## config.mk

```make
export PLATFORM = sky130hd
export DESIGN_NAME = dbg_xfer_ctrl
export DESIGN_NICKNAME = d
export VERILOG_FILES = /design/src/rtl/dbg_xfer_pkg.sv /design/src/rtl/dbg_xfer_flag.sv /design/src/rtl/dbg_xfer_gate.sv /design/src/rtl/dbg_xfer_ctrl.sv
export SDC_FILE = /design/constraint.sdc
export NUM_CORES = 1
export LEC_CHECK = 0
export CAP_MARGIN = 15
export CORE_MARGIN = 2
export CORE_UTILIZATION = 30
export CTS_CLUSTER_DIAMETER = 50
export DETAILED_ROUTE_END_ITERATION = 6
export HOLD_SLACK_MARGIN = 0.08
export PLACE_DENSITY_LB_ADDON = 0.25
export SYNTH_ARGS = -nofsm -noshare
export SYNTH_HDL_FRONTEND = slang
export SYNTH_HIERARCHICAL = 1
export SYNTH_SLANG_ARGS = --single-unit
```

## constraint.sdc

```tcl
create_clock -name clk -period 2.3 [get_ports clk]
set_input_delay 0.46 -clock clk [delete_from_list [all_inputs] [get_ports clk]]
set_output_delay 0.46 -clock clk [all_outputs]
set_load 0.005 [all_outputs]
```

## src/rtl/dbg_xfer_pkg.sv

```systemverilog
package dbg_xfer_pkg;

  typedef enum logic [1:0] {
    XM_NONBLOCK = 2'b00,
    XM_STALL    = 2'b01,
    XM_FAST     = 2'b10,
    XM_RSVD     = 2'b11
  } xfer_mode_e;

  localparam logic [1:0] RA_STATUS = 2'd0;
  localparam logic [1:0] RA_RXDATA = 2'd1;
  localparam logic [1:0] RA_TXDATA = 2'd2;
  localparam logic [1:0] RA_INSTR  = 2'd3;

  localparam int ST_RX      = 0;
  localparam int ST_TX      = 1;
  localparam int ST_IC      = 2;
  localparam int ST_MODE_LO = 4;
  localparam int ST_MODE_HI = 5;
  localparam int ST_EXEC    = 8;
  localparam int ST_MIN_W   = ST_EXEC + 1;

  // Readiness seen by an access: snapshot in non-blocking mode, live otherwise.
  function automatic logic gate_ready(input xfer_mode_e m, input logic live_rdy,
                                      input logic snap_rdy);
    return (m == XM_NONBLOCK) ? snap_rdy : live_rdy;
  endfunction

  // Only the waiting modes hold the bus while the live flag is not ready.
  function automatic logic hold_bus(input xfer_mode_e m, input logic live_rdy);
    return (m != XM_NONBLOCK) && !live_rdy;
  endfunction

endpackage

```

## src/rtl/dbg_xfer_flag.sv

```systemverilog
module dbg_xfer_flag #(
  parameter bit SET_WINS = 1'b1
) (
  input  logic clk,
  input  logic rst_n,
  input  logic set_i,
  input  logic clr_i,
  input  logic snap_i,
  input  logic lat_set_i,
  input  logic lat_clr_i,
  output logic live_o,
  output logic lat_o
);
  logic set_eff;

  if (SET_WINS) begin : g_set_first
    assign set_eff = set_i;
  end else begin : g_clr_first
    assign set_eff = set_i & ~clr_i;
  end

  always_ff @(posedge clk) begin
    if (!rst_n) begin
      live_o <= 1'b0;
      lat_o  <= 1'b0;
    end else begin
      if (set_eff)    live_o <= 1'b1;
      else if (clr_i) live_o <= 1'b0;

      if (snap_i)         lat_o <= live_o;
      else if (lat_set_i) lat_o <= 1'b1;
      else if (lat_clr_i) lat_o <= 1'b0;
    end
  end
endmodule

```

## src/rtl/dbg_xfer_gate.sv

```systemverilog
module dbg_xfer_gate
  import dbg_xfer_pkg::*;
(
  input  logic       sel,
  input  logic       wr,
  input  logic [1:0] addr,
  input  xfer_mode_e mode,
  input  logic       exec_en,
  input  logic       rx_full,
  input  logic       rx_lat,
  input  logic       tx_full,
  input  logic       tx_lat,
  input  logic       ic_full,
  input  logic       ic_lat,
  output logic       st_rd,
  output logic       st_wr,
  output logic       tx_rd_req,
  output logic       rx_wr_ok,
  output logic       tx_rd_ok,
  output logic       it_wr_ok,
  output logic       bus_wait,
  output logic       issue_now
);
  logic rx_wr_req, it_wr_req;

  assign st_rd     = sel && !wr && (addr == RA_STATUS);
  assign st_wr     = sel &&  wr && (addr == RA_STATUS);
  assign rx_wr_req = sel &&  wr && (addr == RA_RXDATA);
  assign tx_rd_req = sel && !wr && (addr == RA_TXDATA);
  assign it_wr_req = sel &&  wr && (addr == RA_INSTR);

  assign rx_wr_ok = rx_wr_req && gate_ready(mode, !rx_full, !rx_lat);
  assign tx_rd_ok = tx_rd_req && gate_ready(mode, tx_full, tx_lat);
  assign it_wr_ok = it_wr_req && gate_ready(mode, ic_full, ic_lat);

  assign bus_wait = (rx_wr_req && hold_bus(mode, !rx_full))
                  | (tx_rd_req && hold_bus(mode, tx_full))
                  | (it_wr_req && hold_bus(mode, ic_full));

  assign issue_now = exec_en &&
                     ((mode == XM_FAST) ? (rx_wr_ok || tx_rd_ok) : it_wr_ok);
endmodule

```

## src/rtl/dbg_xfer_ctrl.sv

```systemverilog
module dbg_xfer_ctrl
  import dbg_xfer_pkg::*;
#(
  parameter int DATA_W = 32
) (
  input  logic              clk,
  input  logic              rst_n,
  input  logic              dbg_sel,
  input  logic              dbg_wr,
  input  logic [1:0]        dbg_addr,
  input  logic [DATA_W-1:0] dbg_wdata,
  output logic [DATA_W-1:0] dbg_rdata,
  output logic              dbg_wait,
  input  logic              core_rx_rd,
  output logic [DATA_W-1:0] core_rx_data,
  output logic              core_rx_full,
  input  logic              core_tx_wr,
  input  logic [DATA_W-1:0] core_tx_data,
  output logic              core_tx_full,
  input  logic              dbg_entry,
  input  logic              core_instr_done,
  output logic              issue_valid,
  output logic [DATA_W-1:0] issue_instr
);
  localparam int STW = (DATA_W < ST_MIN_W) ? ST_MIN_W : DATA_W;

  xfer_mode_e        mode_q;
  logic              exec_en_q;
  logic [DATA_W-1:0] rx_data_q, tx_data_q, instr_q;
  logic              issue_q;
  logic              rx_full, rx_lat, tx_full, tx_lat, ic_full, ic_lat;
  logic              st_rd, st_wr, tx_rd_req, rx_wr_ok, tx_rd_ok, it_wr_ok;
  logic              bus_wait, issue_now, ic_set;
  logic [STW-1:0]    status_w;

  dbg_xfer_gate u_gate (
    .sel(dbg_sel), .wr(dbg_wr), .addr(dbg_addr), .mode(mode_q),
    .exec_en(exec_en_q), .rx_full(rx_full), .rx_lat(rx_lat),
    .tx_full(tx_full), .tx_lat(tx_lat), .ic_full(ic_full), .ic_lat(ic_lat),
    .st_rd(st_rd), .st_wr(st_wr), .tx_rd_req(tx_rd_req),
    .rx_wr_ok(rx_wr_ok), .tx_rd_ok(tx_rd_ok), .it_wr_ok(it_wr_ok),
    .bus_wait(bus_wait), .issue_now(issue_now)
  );

  // receive: debugger fill wins over core drain
  dbg_xfer_flag #(.SET_WINS(1'b1)) u_rx_flag (
    .clk(clk), .rst_n(rst_n), .set_i(rx_wr_ok), .clr_i(core_rx_rd),
    .snap_i(st_rd), .lat_set_i(rx_wr_ok), .lat_clr_i(1'b0),
    .live_o(rx_full), .lat_o(rx_lat)
  );

  // transmit: core fill wins over debugger drain
  dbg_xfer_flag #(.SET_WINS(1'b1)) u_tx_flag (
    .clk(clk), .rst_n(rst_n), .set_i(core_tx_wr), .clr_i(tx_rd_ok),
    .snap_i(st_rd), .lat_set_i(1'b0), .lat_clr_i(tx_rd_ok),
    .live_o(tx_full), .lat_o(tx_lat)
  );

  // instruction complete: a new issue wins over completion events
  assign ic_set = dbg_entry | core_instr_done;
  dbg_xfer_flag #(.SET_WINS(1'b0)) u_ic_flag (
    .clk(clk), .rst_n(rst_n), .set_i(ic_set), .clr_i(issue_now),
    .snap_i(st_rd), .lat_set_i(1'b0), .lat_clr_i(issue_now),
    .live_o(ic_full), .lat_o(ic_lat)
  );

  always_ff @(posedge clk) begin
    if (!rst_n) begin
      mode_q    <= XM_NONBLOCK;
      exec_en_q <= 1'b0;
      rx_data_q <= '0;
      tx_data_q <= '0;
      instr_q   <= '0;
      issue_q   <= 1'b0;
    end else begin
      issue_q <= issue_now;
      if (rx_wr_ok)   rx_data_q <= dbg_wdata;
      if (core_tx_wr) tx_data_q <= core_tx_data;
      if (it_wr_ok)   instr_q   <= dbg_wdata;
      if (st_wr) begin
        exec_en_q <= dbg_wdata[ST_EXEC];
        if (dbg_wdata[ST_MODE_HI:ST_MODE_LO] != XM_RSVD)
          mode_q <= xfer_mode_e'(dbg_wdata[ST_MODE_HI:ST_MODE_LO]);
      end
    end
  end

  always_comb begin
    status_w = '0;
    status_w[ST_RX] = rx_full;
    status_w[ST_TX] = tx_full;
    status_w[ST_IC] = ic_full;
    status_w[ST_MODE_HI:ST_MODE_LO] = mode_q;
    status_w[ST_EXEC] = exec_en_q;
  end

  always_comb begin
    if (st_rd)          dbg_rdata = status_w[DATA_W-1:0];
    else if (tx_rd_req) dbg_rdata = tx_data_q;
    else                dbg_rdata = '0;
  end

  assign dbg_wait     = bus_wait;
  assign core_rx_data = rx_data_q;
  assign core_rx_full = rx_full;
  assign core_tx_full = tx_full;
  assign issue_valid  = issue_q;
  assign issue_instr  = instr_q;
endmodule

```

==> metrics.csv, run 1 <==
metric,value,unit
grt_max_degree,69,
hold_path.class,in2reg,
coreArea,0.0145,sq mm
place_congestion,0.758,
multi_input_area,0.00217,sq mm
clock_latency,0.34,ns
pwr-share-comb,10.9,%
dr.first_iter.drc_count,95,
hold_slack,0.472,ns
io_buffers,173,
finalSetupViolCount,0,
synth-seq-cells,106,
endpoint_kind,primary output,
stdcell_count,797,
required,1.84,ns
yosysSeqAreaShare,47.5,%
ys_warn_count,6,
reg2reg_from,mode_q[1],
tightest_slew,0.535,ns
regArea,0.00212,sq mm
grt_pass1_vias,3640,
yosysTopAreaCellShare,47.5,%
finalNetCount,682,
dp_cells,774,
yosys-top-cells-area,"dfxtp_1 48%, mux2i_1 22%, nor2b_1 15%, and2_1 3.8%, buf_6 2.8%",
start_util,30.7,%
max_stage_delay,0.28,ns
switching_share,22.8,%
detail_route.first_pass.iterations,4,
setup_tns,0,ns
drt_wl_total,11500,um
avgViaCountPerCell,4.35,
cts_tree,yes,
numCtsBuffers,9,
root_buffer,clkbuf_16,
p_int,3030,uW
post_drt_wl_per_cell,14.4,um
cp_data_arrival_time,1.77,ns
seqPwrFrac,49.1,%
synth_top_cell_by_area,dfxtp_1,
power.density,570,mW/mm^2
route.detailed.drc,0,
cts_max_level,3,
maxSlewViolCount,0,
crit_chain,"clkdlybuf4s15_2, and4bb_1, nor2b_4, buf_6, buf_16, and2_1, dlygate4sd2_1",
post-route-period-util,97.0,%
antenna_found_initial,0,
track_usage,14.5,%
dieWidth,126,um
syn2layout_area_growth,53.9,%
hp-start,rst_n,
hold_end,u_ic_flag/lat_o,
syn-cell-area,0.00447,sq mm
avgSynthCellArea,10.7,sq um
fp.dieArea,0.0159,sq mm
hpwl,7920,um
highest_layer,met4,
ioPinCount,174,
cts_buffer_depth,2,
n_antenna_cell,0,
cp-start-kind,input pin,
rsz0062_at_grt,no,
layout_commonest_cell,clkdlybuf4s50_1,
relSlewSlack,64.3,%
core.rowCount,44,
outcome,"complete, no violations",
met2WireLength,5110,um
r2r_setup_slack,0.54,ns
cts_num_sinks,106,
fill_cells,1369,
clkTransAtPathRegs,0.07,ns
path_class,in2out,
ant_nets,0,
grt_pass1_wl,18400,um
m1WireLength,5150,um
max-cap-violations,0,
r2r_cells,6,
dr_total_vias,3470,
p_switching,892,uW
netlist_instances,416,
slowest_stage,and4bb_1,
pwr-share-clk,40.0,%
p_leak,0.00260,uW
whs_path_depth,2,
hold_viol_final,0,
grt-ovfl-total,0,
final_cell_mix,"134 x clkdlybuf4s50_1, 106 x dfxtp_1, 105 x nor2b_1",
r2r-end,u_ic_flag/lat_o,
route.met3.wl,1100,um
fin_crit,2.23,ns
fin_skew,0.00696,ns
drive_gt1_share,10.4,%
path_max_fanout,13,
peakVddDrop,0.272,mV
ys_types,31,
die_y,126,um
fmax,448,MHz
==> cell type report <==
| type | count | share of cell area [%] |
|---|---|---|
| multi-input cells | 285 | 31.6 |
| flip-flops and latches | 106 | 30.9 |
| repair buffers | 205 | 29.7 |
| well taps | 184 | 3.35 |
| clock buffers | 10 | 3.33 |
| clock inverters | 6 | 1.07 |
| inverters | 1 | 0.0546 |
==> sequential cells by signal (all words and copies together), names as in the netlist <==
signal	cells
u_rx_flag/lat_o	1
u_tx_flag/lat_o	1
u_rx_flag/live_o	1
exec_en_q	1
issue_valid	1
mode_q	2
core_rx_data	32
u_ic_flag/live_o	1
u_ic_flag/lat_o	1
u_tx_flag/live_o	1
tx_data_q	32
issue_instr	32
==> what timing repair did <==
item / CTS / global route
setup buffers: 5 / 1
endpoints found under the setup margin: 33 / 25
cloned: 2 / 0
pin swaps: 2 / 1
resized for setup: 53 / 10
hold buffers: 0 / 0
==> per-stage QoR <==
stage | util (%) | setup WS [ns] | power, uW | cell area (sq um)
2_1_floorplan | - | 0.281 | 2150 | 4480
3_3_place_gp | 44.8 | -0.381 | 2380 | 6510
3_5_place_dp | 44.8 | -0.422 | 2390 | 6510
4_1_cts | 47.2 | 0.0105 | 3980 | 6860
5_1_grt | 47.3 | 0.00389 | 4100 | 6870
6_report | 47.3 | 0.0685 | 3920 | 6870
==> power groups by stage <==
| stage | combinational, uW | sequential (uW) | clock, uW |
|---|---|---|---|
| floorplan | 187 | 1960 | 0 |
| global placement | 416 | 1970 | 0 |
| detailed placement | 425 | 1970 | 0 |
| CTS | 433 | 1930 | 1630 |
| global route | 464 | 1930 | 1710 |
| finish | 427 | 1930 | 1570 |
==> worst max path at each step <==
stage | startpoint | endpoint | slack (ns)
finish | dbg_wr | dbg_rdata[25] | 0.07
global route | dbg_wr | dbg_rdata[10] | 0.004
CTS | dbg_wr | dbg_rdata[28] | 0.01
detailed placement | dbg_addr[0] | dbg_rdata[28] | -0.42
global placement | dbg_wr | dbg_rdata[21] | -0.38
floorplan | dbg_wr | dbg_rdata[4] | 0.28
==> synthesized netlist by cell type <==
cell type	n
buf_4	3
clkbuf_2	1
o21a_1	2
or2_2	1
o21ai_0	8
conb_1	1
o311a_1	4
nor3b_1	1
a21oi_1	1
buf_2	2
nor4b_1	2
nand2b_1	3
buf_6	11
dfxtp_1	106
mux2i_1	99
clkbuf_1	9
a21boi_1	1
nor2_4	1
nor2_1	4
and4_4	1
and2_1	27
nor3_1	1
nor2b_1	105
or2b_1	1
and4bb_1	1
nand4_1	1
inv_1	1
o221a_2	2
nor2b_4	1
nand2_1	14
a31o_2	1
==> per-layer routing <==
layer	global-route usage [%]	vias up
li1	-	1762
met1	17.2	1577
met2	23.8	121
met3	5.78	10
met4	4.85	0
met5	0	-
==> worst max-delay path: cells and delay by family <==
family                 cells  cell delay [ns]
AND/OR/NAND/NOR            3             0.62
buffers and inverters      4             0.69
==> kinds of logic (layout without fill, tap and decap cells) <==
family / count (synthesis) / after routing / share of synthesized area [%]
other cells: 1 / 3 / 0.0840
flops: 106 / 106 / 47.5
simple gates: 164 / 164 / 22.6
mux: 99 / 99 / 22.2
compound gates: 19 / 19 / 3.11
buf+inv: 27 / 222 / 4.45
No activity file was read; power rests on OpenSTA's default activity.
==> inputs of run 2 (changes only) <==
--- a/config.mk
+++ b/config.mk
@@ -6,4 +6,5 @@
 export NUM_CORES = 1
 export LEC_CHECK = 0
+export ABC_CLOCK_PERIOD_IN_PS = 2300
 export CAP_MARGIN = 15
 export CORE_MARGIN = 2
==> constraint.sdc (replaced) <==
create_clock -name clk -period 2.3 [get_ports clk]
set_input_delay 0.345 -clock clk [delete_from_list [all_inputs] [get_ports clk]]
set_output_delay 0.345 -clock clk [all_outputs]
set_load 0.005 [all_outputs]
==> metrics.csv, run 2 (synthesis results as in run 1) <==
metric,value,unit
outcome,"complete, no violations",
layout_commonest_cell,clkdlybuf4s50_1,
cts_tree,yes,
numCtsBuffers,9,
final_cell_mix,"144 x clkdlybuf4s50_1, 106 x dfxtp_1, 105 x nor2b_1",
grt-ovfl-total,0,
avgViaCountPerCell,4.37,
antenna_found_initial,0,
pwr-share-clk,40.1,%
hold_slack,0.394,ns
fmax,443,MHz
setup_tns,0,ns
hpwl,7780,um
path_max_fanout,13,
die_y,126,um
route.detailed.drc,0,
switching_share,22.3,%
finalNetCount,675,
placed_cell_area,0.00643,sq mm
dr.first_iter.drc_count,98,
place_congestion,0.750,
finalSetupViolCount,0,
post-route-period-util,98.0,%
path_class,in2out,
cp-start-kind,input pin,
post_drt_wl_per_cell,14.4,um
cts_num_sinks,106,
p_leak,0.00262,uW
required,1.96,ns
track_usage,14.6,%
syn2layout_area_growth,52.7,%
hold_path.class,in2reg,
clkTransAtPathRegs,0.07,ns
hold_viol_final,0,
pwr-share-comb,10.7,%
peakVddDrop,0.488,mV
fin_area,0.00682,sq mm
n_antenna_cell,0,
hp-start,rst_n,
core.rowCount,44,
ant_nets,0,
fin_skew,0.00808,ns
fin_crit,2.25,ns
cts_buffer_depth,2,
max-cap-violations,0,
p_switching,875,uW
grt_max_degree,56,
final_util,46.9,%
maxSlewViolCount,0,
root_buffer,clkbuf_16,
start_util,30.7,%
drive_gt1_share,8.75,%
cts_hold_buf,0,
dr_total_vias,3455,
cp_data_arrival_time,1.91,ns
drt_wl_total,11300,um
detail_route.first_pass.iterations,4,
dieWidth,126,um
coreArea,0.0145,sq mm
cts_max_level,3,
reg2reg_from,mode_q[1],
endpoint_kind,primary output,
ioPinCount,174,
io_buffers,173,
seqPwrFrac,49.1,%
clock_latency,0.34,ns
fp.dieArea,0.0159,sq mm
grt_pass1_wl,18700,um
grt_pass1_vias,3578,
power.density,575,mW/mm^2
p_int,3040,uW
critPathLaunch,dbg_addr[0],
## run 2: final cells by class
class | instances | area (sq um)
clock buffers | 11 | 243
inverters | 1 | 3.75
repair buffers | 196 | 1960
fillers | 1379 | 7720
multi-input cells | 287 | 2200
well taps | 184 | 230
flip-flops and latches | 106 | 2120
clock inverters | 5 | 60.1
## run 2: path summary, 6_finish.rpt
path / to / slack (ns) / depth (start not counted)
min reg2reg: tx_data_q[20] / 0.51 / 2
max: dbg_rdata[11] / 0.05 / 6
min: u_tx_flag/live_o / 0.39 / 2
max reg2reg: core_rx_data[23] / 0.53 / 6
## run 2: what timing repair did
item | 4_1_cts | 5_1_grt
gates resized for setup | 27 | 9
setup endpoints to repair | 33 | 13
setup buffers | 4 | 1
gates cloned | 2 | 0
pin swaps | 6 | 1
## run 2: layer usage
layer	share of wire [%]	wire, um	vias up	GRT usage [%]
met4	1.4	163	0	4.52
li1	-	-	1749	-
met2	45	5120	124	22.5
met3	9.5	1080	10	6.92
met1	44	4970	1572	18.1
met5	0	0	-	0
## run 2: worst max-delay path, cell delays in order
cell and delay (ns):
dlygate4sd2_1 0.25, and4bb_4 0.37, nor2b_4 0.17, buf_12 0.14
and2_1 0.13, clkdlybuf4s50_1 0.49
## run 2: metrics by stage
step                      worst slack [ns]  total power [uW]  instances
after global placement              -0.275              2370        767
after CTS                          0.00831              3990        789
after detailed placement            -0.358              2390        767
after floorplan                     0.0627              2150        418
after global routing              -0.00992              4100        790
final                               0.0451              3920        790
## run 2: power by group through the flow
| stage | clock, uW | sequential [uW] | combinational (uW) |
|---|---|---|---|
| after floorplan | 0 | 1960 | 187 |
| after global placement | 0 | 1970 | 409 |
| after detailed placement | 0 | 1970 | 418 |
| after CTS | 1640 | 1930 | 425 |
| after global routing | 1710 | 1930 | 459 |
| final | 1570 | 1930 | 421 |
==> inputs of run 3 (changes only) <==
- ABC_AREA: default -> 1
==> metrics.csv, run 3 <==
metric,value,unit
post-route-period-util,94.6,%
cts_max_level,3,
finalSetupViolCount,0,
stdcell_count,964,
clock_latency,0.35,ns
grt-ovfl-total,0,
yosysTopAreaCellShare,48.4,%
antenna_found_initial,0,
p_leak,0.00297,uW
drive_gt1_share,9.23,%
fin_area,0.00655,sq mm
start_util,30.4,%
yosys-top-cells-area,"dfxtp_1 48%, nor2_1 19%, o21ai_0 8.7%, nand2_1 5.4%, buf_4 3.4%",
cts_buffer_depth,2,
cp_data_arrival_time,1.83,ns
synth_common_cells,"225 x nor2_1, 106 x dfxtp_1, 76 x o21ai_0",
setup_tns,0,ns
dr.first_iter.drc_count,199,
maxSlewViolCount,0,
cp-start-kind,input pin,
synth-seq-cells,106,
hold_path.class,reg2reg,
finalNetCount,849,
reg2reg_from,mode_q[1],
core.rowCount,44,
hold_viol_final,0,
coreArea,0.0144,sq mm
fill_cells,1442,
cts_tree,yes,
grt_pass1_vias,4224,
max-cap-violations,0,
place_congestion,0.788,
ys_warn_count,6,
ys.flop_type,dfxtp_1,
drt_wl_total,13100,um
r2r_setup_slack,0.65,ns
hold_end,core_rx_data[19],
rsz0062_at_grt,no,
hp-start,core_rx_data[19],
fmax,460,MHz
endpoint_kind,primary output,
io_buffers,173,
route.detailed.drc,0,
hpwl,9070,um
fin_skew,0.00781,ns
cts_num_sinks,106,
whs_path_depth,2,
r2r_cells,8,
r2r-end,issue_instr[7],
outcome,"complete, no violations",
netlist_instances,604,
dieWidth,125,um
n_antenna_cell,0,
fp.dieArea,0.0156,sq mm
ant_nets,0,
synth.most_common_cell,nor2_1,
syn2layout_area_growth,49.5,%
syn-cell-area,0.00438,sq mm
power.density,614,mW/mm^2
final_cell_mix,"225 x nor2_1, 138 x clkdlybuf4s50_1, 106 x dfxtp_1",
post_drt_wl_per_cell,13.6,um
yosysSeqAreaShare,48.4,%
track_usage,17.0,%
required,1.96,ns
numCtsBuffers,9,
avgSynthCellArea,7.26,sq um
dr_total_vias,4282,
path_class,in2out,
ys_types,19,
clkTransAtPathRegs,0.07,ns
placed_cell_area,0.00623,sq mm
avgViaCountPerCell,4.44,
synth_edf_count,0,
p_total,4030,uW
peakVddDrop,0.477,mV
ioPinCount,174,
die_y,125,um
fin_crit,2.18,ns
root_buffer,clkbuf_16,
async_flop_share,0,%
layout_commonest_cell,nor2_1,
detail_route.first_pass.iterations,4,
final_util,45.4,%
tightest_slew,0.672,ns
synth_top_cell_by_area,dfxtp_1,
dp_cells,944,
relSlewSlack,55.2,%
grt_pass1_wl,21400,um
grt_max_degree,45,
path_max_fanout,8,
run 3: cell count changes after synthesis, moves of 22 or more:
| cell | previous run | this run |
|---|---|---|
| o21ai_0 | 8 | 76 |
| inv_1 | 1 | 28 |
| o21ai_1 | 0 | 23 |
| nor2_1 | 4 | 225 |
| and2_1 | 27 | 0 |
| nor2_2 | 0 | 22 |
| nor2b_1 | 105 | 0 |
| mux2i_1 | 99 | 0 |
| nand2_1 | 14 | 63 |
run 3: metrics by stage:
stage / worst slack (ns) / hold WS (ns)
floorplan: 0.418 / 0.457
global placement: -0.128 / 0.467
CTS: 0.0961 / 0.497
global route: 0.00151 / 0.523
finish: 0.125 / 0.494
detailed placement: -0.186 / 0.477
run 3: cell type report:
type                    instances  area (sq um)  share of cell area [%]
well taps                     184           230                    3.51
multi-input cells             432          1850                    28.2
clock inverters                 5          65.1                   0.993
repair buffers                194          1910                    29.2
clock buffers                  11           253                    3.86
flip-flops and latches        106          2120                    32.4
inverters                      32           123                    1.87
run 3: timing repair:
item	CTS	global route
pin swaps	0	1
hold buffers	0	0
hold endpoints to repair	0	0
buffers inserted	1	2
cloned	1	0
resized for setup	37	1
setup endpoints to repair	33	13
run 3: kinds of logic after synthesis:
group,count (synthesis),synth area share (%)
AOI/OAI and AO/OA,102,11.9
buffers and inverters,68,9.71
DFF,106,48.4
other,1,0.0856
and+or+nand+nor,327,29.9
run 3: layer usage:
layer  vias up  wire, um  GRT usage [%]  share of wire (%)
met2       147      5690           26.8                 43
met1      1899      5890           20.6                 45
met3        17      1300           6.79                9.9
met4         0       256           6.80                1.9
li1       2219         -              -                  -
met5         -         0              0                  0
run 3: worst max-delay path by stage:
stage                           start       endpoint  slack, ns  depth (start not counted)
after floorplan                dbg_wr   dbg_rdata[8]       0.42                          5
after global placement    dbg_addr[1]   dbg_rdata[0]      -0.13                          7
after CTS                      dbg_wr   dbg_rdata[0]        0.1                          7
after detailed placement  dbg_addr[1]  dbg_rdata[28]      -0.19                          9
final                          dbg_wr   dbg_rdata[0]       0.12                          7
after global routing           dbg_wr   dbg_rdata[0]      0.002                          7
run 3: critical path, stage by stage:
cell and delay (ns):
clkdlybuf4s50_1 0.46, nor4_2 0.28, buf_4 0.21, buf_4 0.14
nand2_1 0.05, nand2_1 0.09, dlygate4sd2_1 0.24
run 3: power by group:
part	switching (uW)	internal, uW	total (uW)
clock network	706	918	1620
registers	43.6	1910	1960
logic	201	246	447
total	951	3080	4030
